File: config.mk
export PLATFORM = sky130hd
export DESIGN_NAME = preset_timer
export DESIGN_NICKNAME = d
export VERILOG_FILES = /design/src/rtl/preset_timer_pkg.sv /design/src/rtl/tm_mode_latch.sv /design/src/rtl/tm_step.sv /design/src/rtl/tm_core.sv /design/src/rtl/preset_timer.sv
export SDC_FILE = /design/constraint.sdc
export NUM_CORES = 1
export LEC_CHECK = 0
export ABC_AREA = 0
export BUFFER_PORTS_ARGS = -buffer_cell sky130_fd_sc_hd__buf_4
export CAP_MARGIN = 20
export CORE_MARGIN = 2
export CORE_UTILIZATION = 59
export CTS_BUF_LIST = sky130_fd_sc_hd__clkbuf_4
export DETAILED_ROUTE_END_ITERATION = 6
export PLACE_DENSITY_LB_ADDON = 0.1
export SYNTH_ARGS = -nofsm -noshare
export SYNTH_HDL_FRONTEND = slang
export SYNTH_SLANG_ARGS = --single-unit
export TNS_END_PERCENT = 1
File: constraint.sdc
create_clock -name clk -period 5.3 [get_ports clk]
set_clock_uncertainty 0.15 [all_clocks]
set_input_delay 1.06 -clock clk [delete_from_list [all_inputs] [get_ports clk]]
set_output_delay 1.06 -clock clk [all_outputs]
set_load 0.1 [all_outputs]
File: src/rtl/preset_timer_pkg.sv
package preset_timer_pkg;

    typedef enum logic [1:0] {
        TM_DELAY_ON  = 2'b00,
        TM_DELAY_OFF = 2'b01,
        TM_ACCUM     = 2'b10
    } tm_mode_e;

    function automatic tm_mode_e tm_decode(input logic [1:0] raw);
        case (raw)
            2'b01:   return TM_DELAY_OFF;
            2'b10:   return TM_ACCUM;
            default: return TM_DELAY_ON;
        endcase
    endfunction

endpackage

File: src/rtl/tm_mode_latch.sv
module tm_mode_latch
    import preset_timer_pkg::*;
(
    input  logic       clk,
    input  logic       rst_n,
    input  logic [1:0] mode_sel,
    output tm_mode_e   mode_o
);
    tm_mode_e mode_d, mode_q;

    always_comb begin
        mode_d = mode_q;
        if (!rst_n) mode_d = tm_decode(mode_sel);
    end

    always_ff @(posedge clk) begin
        mode_q <= mode_d;
    end

    assign mode_o = mode_q;

    AST_MODE_FROZEN: assert property (@(posedge clk) disable iff (!rst_n)
        1'b1 |=> $stable(mode_q)) else $error("mode changed outside reset");
endmodule

File: src/rtl/tm_step.sv
module tm_step #(
    parameter int ACC_W = 32
) (
    input  logic [ACC_W-1:0] acc_i,
    input  logic [ACC_W-1:0] preset_i,
    input  logic             adv_i,
    output logic [ACC_W-1:0] acc_nx_o,
    output logic             reached_o
);
    localparam logic [ACC_W-1:0] ONE = ACC_W'(1);

    logic below;

    always_comb begin
        below    = acc_i < preset_i;
        acc_nx_o = (adv_i && below) ? acc_i + ONE : acc_i;
        reached_o = acc_nx_o >= preset_i;
    end
endmodule

File: src/rtl/tm_core.sv
module tm_core
    import preset_timer_pkg::*;
#(
    parameter int ACC_W = 32
) (
    input  logic             clk,
    input  logic             rst_n,
    input  tm_mode_e         mode_i,
    input  logic             cond_i,
    input  logic             clr_i,
    input  logic             tick_i,
    input  logic [ACC_W-1:0] preset_i,
    output logic [ACC_W-1:0] acc_o,
    output logic             en_o,
    output logic             tt_o,
    output logic             dn_o
);
    localparam logic [ACC_W-1:0] ZERO = '0;
    localparam logic [ACC_W-1:0] ONE  = ACC_W'(1);

    typedef struct packed {
        logic [ACC_W-1:0] acc;
        logic             en;
        logic             tt;
        logic             dn;
    } tm_state_t;

    tm_state_t        st_d, st_q;
    logic [ACC_W-1:0] acc_nx;
    logic             reached;

    tm_step #(.ACC_W(ACC_W)) u_step (
        .acc_i     (st_q.acc),
        .preset_i  (preset_i),
        .adv_i     (tick_i),
        .acc_nx_o  (acc_nx),
        .reached_o (reached)
    );

    always_comb begin
        st_d    = st_q;
        st_d.en = cond_i;
        st_d.tt = 1'b0;
        case (mode_i)
            TM_DELAY_OFF: begin
                if (cond_i) begin
                    st_d.acc = ZERO;
                    st_d.dn  = 1'b1;
                end else if (st_q.dn) begin
                    st_d.acc = acc_nx;
                    st_d.dn  = !reached;
                    st_d.tt  = !reached;
                end else begin
                    st_d.dn  = 1'b0;
                end
            end
            TM_ACCUM: begin
                if (clr_i) begin
                    st_d.acc = ZERO;
                    st_d.dn  = 1'b0;
                end else if (cond_i) begin
                    st_d.acc = acc_nx;
                    st_d.dn  = st_q.dn || reached;
                    st_d.tt  = !reached;
                end
            end
            default: begin
                if (cond_i) begin
                    st_d.acc = acc_nx;
                    st_d.dn  = reached;
                    st_d.tt  = !reached;
                end else begin
                    st_d.acc = ZERO;
                    st_d.dn  = 1'b0;
                end
            end
        endcase
    end

    always_ff @(posedge clk or negedge rst_n) begin
        if (!rst_n) st_q <= '0;
        else        st_q <= st_d;
    end

    assign acc_o = st_q.acc;
    assign en_o  = st_q.en;
    assign tt_o  = st_q.tt;
    assign dn_o  = st_q.dn;

    AST_STEP_ONE: assert property (@(posedge clk) disable iff (!rst_n)
        1'b1 |=> (acc_o == ZERO || acc_o == $past(acc_o) || acc_o == $past(acc_o) + ONE))
        else $error("accumulator jumped");
    AST_NO_TICK_HOLD: assert property (@(posedge clk) disable iff (!rst_n)
        !tick_i |=> (acc_o == ZERO || acc_o == $past(acc_o)))
        else $error("accumulator moved without tick");
    AST_ON_DROP: assert property (@(posedge clk) disable iff (!rst_n)
        (mode_i == TM_DELAY_ON && !cond_i) |=> (acc_o == ZERO && !dn_o && !tt_o))
        else $error("delay-on not cleared");
    AST_OFF_HELD: assert property (@(posedge clk) disable iff (!rst_n)
        (mode_i == TM_DELAY_OFF && cond_i) |=> (dn_o && acc_o == ZERO))
        else $error("delay-off done not held");
    AST_ACC_CLEAR: assert property (@(posedge clk) disable iff (!rst_n)
        (mode_i == TM_ACCUM && clr_i) |=> (acc_o == ZERO && !dn_o))
        else $error("accumulate clear failed");
    AST_TT_DN_EXCL: assert property (@(posedge clk) disable iff (!rst_n)
        (mode_i != TM_DELAY_OFF) |-> !(tt_o && dn_o))
        else $error("timing and done together");
    AST_EN_MIRROR: assert property (@(posedge clk) disable iff (!rst_n)
        1'b1 |=> (en_o == $past(cond_i)))
        else $error("enabled flag mismatch");
endmodule

File: src/rtl/preset_timer.sv
module preset_timer
    import preset_timer_pkg::*;
#(
    parameter int ACC_W = 32
) (
    input  logic             clk,
    input  logic             rst_n,
    input  logic [1:0]       mode_sel,
    input  logic             cond_i,
    input  logic             clr_i,
    input  logic             tick_i,
    input  logic [ACC_W-1:0] preset_i,
    output logic [ACC_W-1:0] acc_o,
    output logic             en_o,
    output logic             tt_o,
    output logic             dn_o
);
    tm_mode_e mode;

    tm_mode_latch u_mode (
        .clk      (clk),
        .rst_n    (rst_n),
        .mode_sel (mode_sel),
        .mode_o   (mode)
    );

    tm_core #(.ACC_W(ACC_W)) u_core (
        .clk      (clk),
        .rst_n    (rst_n),
        .mode_i   (mode),
        .cond_i   (cond_i),
        .clr_i    (clr_i),
        .tick_i   (tick_i),
        .preset_i (preset_i),
        .acc_o    (acc_o),
        .en_o     (en_o),
        .tt_o     (tt_o),
        .dn_o     (dn_o)
    );
endmodule

==> qor.yml, run 1 <==
synthAdderAreaFrac: 0.197
place_congestion: 0.869
synth_top_family_by_area: "simple AND/OR/NAND/NOR gates"
grt_use_total: 0.278
power_mw: 0.668
ant_nets: 0
start_kind: "input port"
drt-total-wl_mm: 10.5
crit_fanout: 12
synth_xor_area_frac: 0.0646
busiest_layer: "met2"
clock_latency_ps: 360
fillers: 564
drv_slew: 0
yosys-top-cells-count: "ha_1, nand2_1, inv_1, dfrtp_1, a21oi_1"
yosysWarningCount: 0
via_count: 4185
die_height_um: 88.4
drcViolationCount: 0
grt-ovfl-total: 0
max_freq_mhz: 201
yosys_most_used_dff: "dfrtp_1"
rsz0062_at_grt: "no"
post-route-util: 0.719
yosysSeqAreaShare: 0.223
grt_pass1_wl_mm: 17.4
holdCritPathClass: "flip-flop to flip-flop"
io_pins: 74
die_area_um2: 7810
drive_gt1_frac: 0.179
tightest_slew_ps: 1130
tritoncts: "built"
htree_levels: 2
nNetsFinal: 692
antenna_found_initial: 0
ir_worst_vdd_v: 0.000145
netlist_instances: 521
muxShareOfSynthArea: 0.00983
synth_compound_area_frac: 0.199
finalCritPeriodShare: 0.939
grt_pass1_vias: 3790
hold_violations: 0
initial_core_util: 0.615
synth_area_leader_cell: "dfrtp_1"
clockBufferDepth: 2
post-route-min-period_ps: 4980
fp.dieW_um: 88.4
cts_buffers: 5
syn_area_per_cell_um2: 8.06
grtUsageMet2: 0.483
cp-end-kind: "flip-flop"
cts.sinks: 37
slowest_stage: "or4_1"
p_leak_nw: 2.56
drtPass1Iterations: 5
cp.arrival_ps: 5080
powerDensity_nw_per_um2: 136
root_buffer: "clkbuf_4"
vias_per_cell: 6.12
synth_edf_count: 2
slew_headroom: 0.249
grt_start_max_net_pins: 44
grt_util_met3: 0.0373
yosys.cell_count.top_type: "ha_1"
diodes: 0
post_cts_buffers: 0
synth_nets: 626
rows: 30
crit_chain: "buf_4 > inv_1 > ha_1 > nand4_1 > or4_1 > a31o_1 > buf_4 > o211ai_2 > nor2_1 > xor2_1 > ha_1 > and4_1 > a221oi_1 > o221ai_1 > a21oi_1 > a31oi_1 > and3_1"
status: "finished clean"
grtUsageMet1: 0.371
netlist_area_um2: 4200
clkTransAtPathRegs_ps: 120
drv_cap: 0
area_delta_synth_final_pct: 17.0
yosys.area_share.simple: 0.236
postCtsHoldBufs: 0
core_area_um2: 6830
ys_types: 61
post_cts_resized: 0
drt_iter0_drc: 254
synth_top_area_share: 0.209
crit_type: "input port to flip-flop"
setup_viol_count_final: 0
worst_ep_required_time_ps: 5410
slowest_delay_ps: 560
yosys-top-cells-area: "dfrtp_1, ha_1, nand2_1"
ys_ff_latch: 37
port_buffers: 73
hpwl_mm: 7.98
wl_per_cell_um: 15.4
async_reset_ff_frac: 0.946
==> per-stage QoR <==
stage	hold WS (ps)	setup slack [ps]	area (µm²)	cells	setup TNS, ps
after floorplan	614	589	4200	521	0
after global placement	436	193	4840	676	0
after detailed placement	442	-17.3	4840	676	-17.3
after CTS	459	362	4910	684	0
after global routing	495	19.4	4910	684	0
final	461	324	4910	684	0
==> where the power goes <==
group	switching, mW	internal [mW]
combinational	0.108	0.0603
clock	0.103	0.103
sequential	0.00518	0.289
==> layout by cell type, fill, tap and decap left out, types with 2 or more instances in the layout <==
master / instances
and2_1: 3
a32oi_1: 5
o21ai_1: 3
xor2_1: 17
nor2b_1: 5
buf_4: 86
o21ai_4: 2
ha_1: 66
a41oi_1: 3
a21oi_1: 34
nor2_1: 28
inv_1: 41
nor4_2: 2
clkbuf_4: 6
a311o_1: 4
a221oi_1: 2
or3_1: 4
nor3_1: 15
and3_1: 12
edfxtp_1: 2
nand4_1: 16
nor4_1: 4
or4_1: 9
or2_2: 3
o31ai_1: 5
o211ai_1: 8
xnor2_1: 14
dfrtp_1: 35
and4_1: 3
a31oi_1: 9
o21ai_0: 19
nand3_1: 31
a21o_1: 12
nand2_1: 47
mux2i_1: 3
o21a_1: 3
nand2b_1: 4
==> state kept, by name, summed over array words and instances (netlist names) <==
| signal | count |
|---|---|
| u_core.en_o | 1 |
| u_core.acc_o | 32 |
| u_mode.mode_o | 2 |
| u_core.dn_o | 1 |
| u_core.tt_o | 1 |
==> critical path: cells and delay by family <==
| family | cells | cell delay, ps |
|---|---|---|
| AND/OR/NAND/NOR | 5 | 1210 |
| AO/OA/AOI/OAI | 6 | 1720 |
| buffers and inverters | 3 | 320 |
| adder cells (fa/ha/maj) | 2 | 620 |
| XOR/XNOR | 1 | 160 |
==> metal layers <==
layer / up-vias / share of wire
li1: 2049 / -
met1: 1973 / 0.44
met2: 153 / 0.49
met3: 10 / 0.062
met4: 0 / 0.0086
met5: - / 0
==> logic make-up after synthesis <==
family	Yosys count
flip-flops	37
multiplexers	4
AND/OR/NAND/NOR	191
XOR/XNOR	31
buffers and inverters	68
adder cells (fa/ha/maj)	66
AO/OA/AOI/OAI	124
==> layout make-up <==
type                            count  area [µm²]  area share
Timing Repair Buffer               86         646       0.131
Clock inverter                      2        33.8     0.00687
Sequential cell                    37         936       0.190
Inverter                           41         154      0.0313
Clock buffer                        6        45.0     0.00916
Multi-Input combinational cell    416        2980       0.606
Tap cell                           96         120      0.0244
==> final timing paths <==
path	from	to	slack, ps	cells after the start
min in group asynchronous	rst_n	u_core.acc_o[30]$_DFFE_PN0P_	490	1
max in group asynchronous	rst_n	u_core.acc_o[21]$_DFFE_PN0P_	4150	1
min	u_core.acc_o[11]$_DFFE_PN0P_	u_core.acc_o[11]$_DFFE_PN0P_	460	1
max	preset_i[11]	u_core.dn_o$_DFFE_PN0P_	320	17
min reg2reg	u_core.acc_o[11]$_DFFE_PN0P_	u_core.acc_o[11]$_DFFE_PN0P_	460	1
max reg2reg	u_core.acc_o[10]$_DFFE_PN0P_	u_core.dn_o$_DFFE_PN0P_	630	15
Note: power is estimated with default switching activity, not from simulation.
==> run 2, diff against run 1 <==
RECOVER_POWER = 100   (was unset)
==> run 2 against run 1 <==
Against the previous run:
- count of clock-buffer cells in the layout unchanged
- sequential cell count unchanged
- critical endpoint unchanged
- the flow now finishes with violations (capacitance limit, slew limit)
- sequential share of layout area up 0.63 points
==> qor.yml, run 2 (synthesis results as in run 1) <==
start_kind: "input port"  # unchanged
clkTransAtPathRegs_ps: 120  # about the same
initial_core_util: 0.615  # unchanged
htree_levels: 2  # unchanged
die_height_um: 88.4  # unchanged
drv_slew: 37  # was 0
r2r-start: "u_core.acc_o[10]$_DFFE_PN0P_"  # unchanged
final_common_cell: "ha_1"  # was buf_4
hold_end: "u_core.acc_o[11]$_DFFE_PN0P_"  # unchanged
drive_gt1_frac: 0.107  # was 0.179
violations: "capacitance limit, slew limit"
cts_buffers: 5  # unchanged
grt-ovfl-total: 0  # unchanged
clock_latency_ps: 360  # about the same
grt_pass1_vias: 3790  # unchanged
post-place-cells: 676  # unchanged
worst_ep_required_time_ps: 5400  # was 5410 ps
core_area_um2: 6830  # unchanged
fin_ws_ps: 298  # was 324 ps
rsz0062_at_grt: "no"  # unchanged
status: "finished, violations left"  # was finished clean
max_freq_mhz: 200  # was 201 MHz
grt_use_total: 0.278  # unchanged
root_buffer: "clkbuf_4"  # unchanged
grt_start_max_net_pins: 44  # unchanged
pre_cts_ws_ps: -17.3  # unchanged
slowest_delay_ps: 560  # about the same
postCtsHoldBufs: 0  # unchanged
crit_chain: "buf_4 > inv_1 > ha_1 > nand4_1 > or4_1 > a31o_1 > buf_4 > o211ai_2 > nor2_1 > xor2_1 > ha_1 > and4_1 > a221oi_1 > o221ai_1 > a21oi_1 > a31oi_1 > and3_1"  # unchanged
post_cts_resized: 0  # unchanged
clockBufferDepth: 2  # unchanged
tritoncts: "built"  # unchanged
die_area_um2: 7810  # unchanged
grt_pass1_wl_mm: 17.4  # unchanged
drcViolationCount: 0  # unchanged
port_buffers: 73  # unchanged
nNetsFinal: 692  # unchanged
diodes: 0  # unchanged
setup_viol_count_final: 0  # unchanged
stdcell_count: 684  # unchanged
wl_per_cell_um: 15.4  # about the same
post-route-min-period_ps: 5000  # was 4980 ps
area_delta_synth_final_pct: 13.3  # was 17.0%
reg2reg_to: "u_core.dn_o$_DFFE_PN0P_"  # unchanged
r2r_slack_ps: 590  # was 630 ps
ir_worst_vdd_v: 0.000142  # was 0.000145 V
via_count: 4202  # was 4185
hold_depth: 1  # unchanged
worst_r2r_path_depth: 15  # unchanged
ant_nets: 0  # unchanged
drt_iter0_drc: 237  # was 254
slowest_stage: "or4_1"  # unchanged
powerDensity_nw_per_um2: 139  # was 136 nW/µm²
cp.arrival_ps: 5110  # was 5080 ps
crit_type: "input port to flip-flop"  # unchanged
slew_headroom: -0.394  # was 0.249
holdCritPathClass: "flip-flop to flip-flop"  # unchanged
rows: 30  # unchanged
largest_reg_flops: 32  # unchanged
final_cell_mix: "ha_1, nand2_1, clkbuf_1"  # was buf_4, ha_1, nand2_1
fp.dieW_um: 88.4  # unchanged
hpwl_mm: 7.98  # unchanged
cts.sinks: 37  # unchanged
hold_violations: 0  # unchanged
post_cts_buffers: 0  # unchanged
tightest_slew_ps: 2090  # was 1130 ps
antenna_found_initial: 0  # unchanged
io_pins: 74  # unchanged
drt-total-wl_mm: 10.5  # about the same
drv_cap: 1  # was 0
finalCritPeriodShare: 0.944  # was 0.939
p_leak_nw: 2.39  # was 2.56 nW
drtPass1Iterations: 4  # was 5
place_congestion: 0.869  # unchanged
hold_path.startpoint: "u_core.acc_o[11]$_DFFE_PN0P_"  # unchanged
cp-end-kind: "flip-flop"  # unchanged
vias_per_cell: 6.14  # was 6.12
crit_fanout: 12  # unchanged
==> run 2: worst max-delay path by stage <==
stage	start	end	slack (ps)	cells after the start
after floorplan	preset_i[11]	u_core.dn_o$_DFFE_PN0P_	590	18
after global placement	preset_i[11]	u_core.dn_o$_DFFE_PN0P_	190	17
after detailed placement	preset_i[11]	u_core.dn_o$_DFFE_PN0P_	-20	17
after CTS	preset_i[11]	u_core.dn_o$_DFFE_PN0P_	360	17
after global routing	preset_i[11]	u_core.dn_o$_DFFE_PN0P_	10	17
final	preset_i[11]	u_core.dn_o$_DFFE_PN0P_	300	17
==> run 2: critical path, delay by kind of cell <==
kind,cells,cell delay (ps)
adder cells (fa/ha/maj),2,620
AO/OA/AOI/OAI,6,1720
buffers and inverters,3,320
AND/OR/NAND/NOR,5,1220
XOR/XNOR,1,160
==> run 2: metal layers <==
layer / vias to the layer above / global-route usage / share of wire
met5: - / 0 / 0
met4: 0 / 0.0606 / 0.010
met3: 14 / 0.0373 / 0.069
met2: 174 / 0.483 / 0.49
met1: 1961 / 0.371 / 0.43
li1: 2053 / - / -
==> run 2: final cells by class <==
cell class              count  area, µm²
multi-input cells         416       2980
fillers                   614       2070
flip-flops and latches     37        936
repair buffers             86        488
inverters                  41        154
well taps                  96        120
clock buffers               6       45.0
clock inverters             2       33.8
==> run 2: report_power, final <==
group | switching (mW) | internal [mW] | total (mW)
Combinational | 0.108 | 0.0557 | 0.164
Clock | 0.102 | 0.103 | 0.205
Sequential | 0.00515 | 0.289 | 0.294
==> run 2: per-stage QoR <==
step / hold WS, ps / area [µm²] / setup TNS, ps / power (mW) / utilization
final: 460 / 4760 / 0 / 0.663 / 0.696
after global routing: 493 / 4760 / 0 / 0.694 / 0.696
after CTS: 459 / 4910 / 0 / 0.671 / 0.719
after detailed placement: 442 / 4840 / -17.3 / 0.467 / 0.708
after global placement: 436 / 4840 / 0 / 0.461 / 0.708
after floorplan: 614 / 4200 / 0 / 0.406 / -
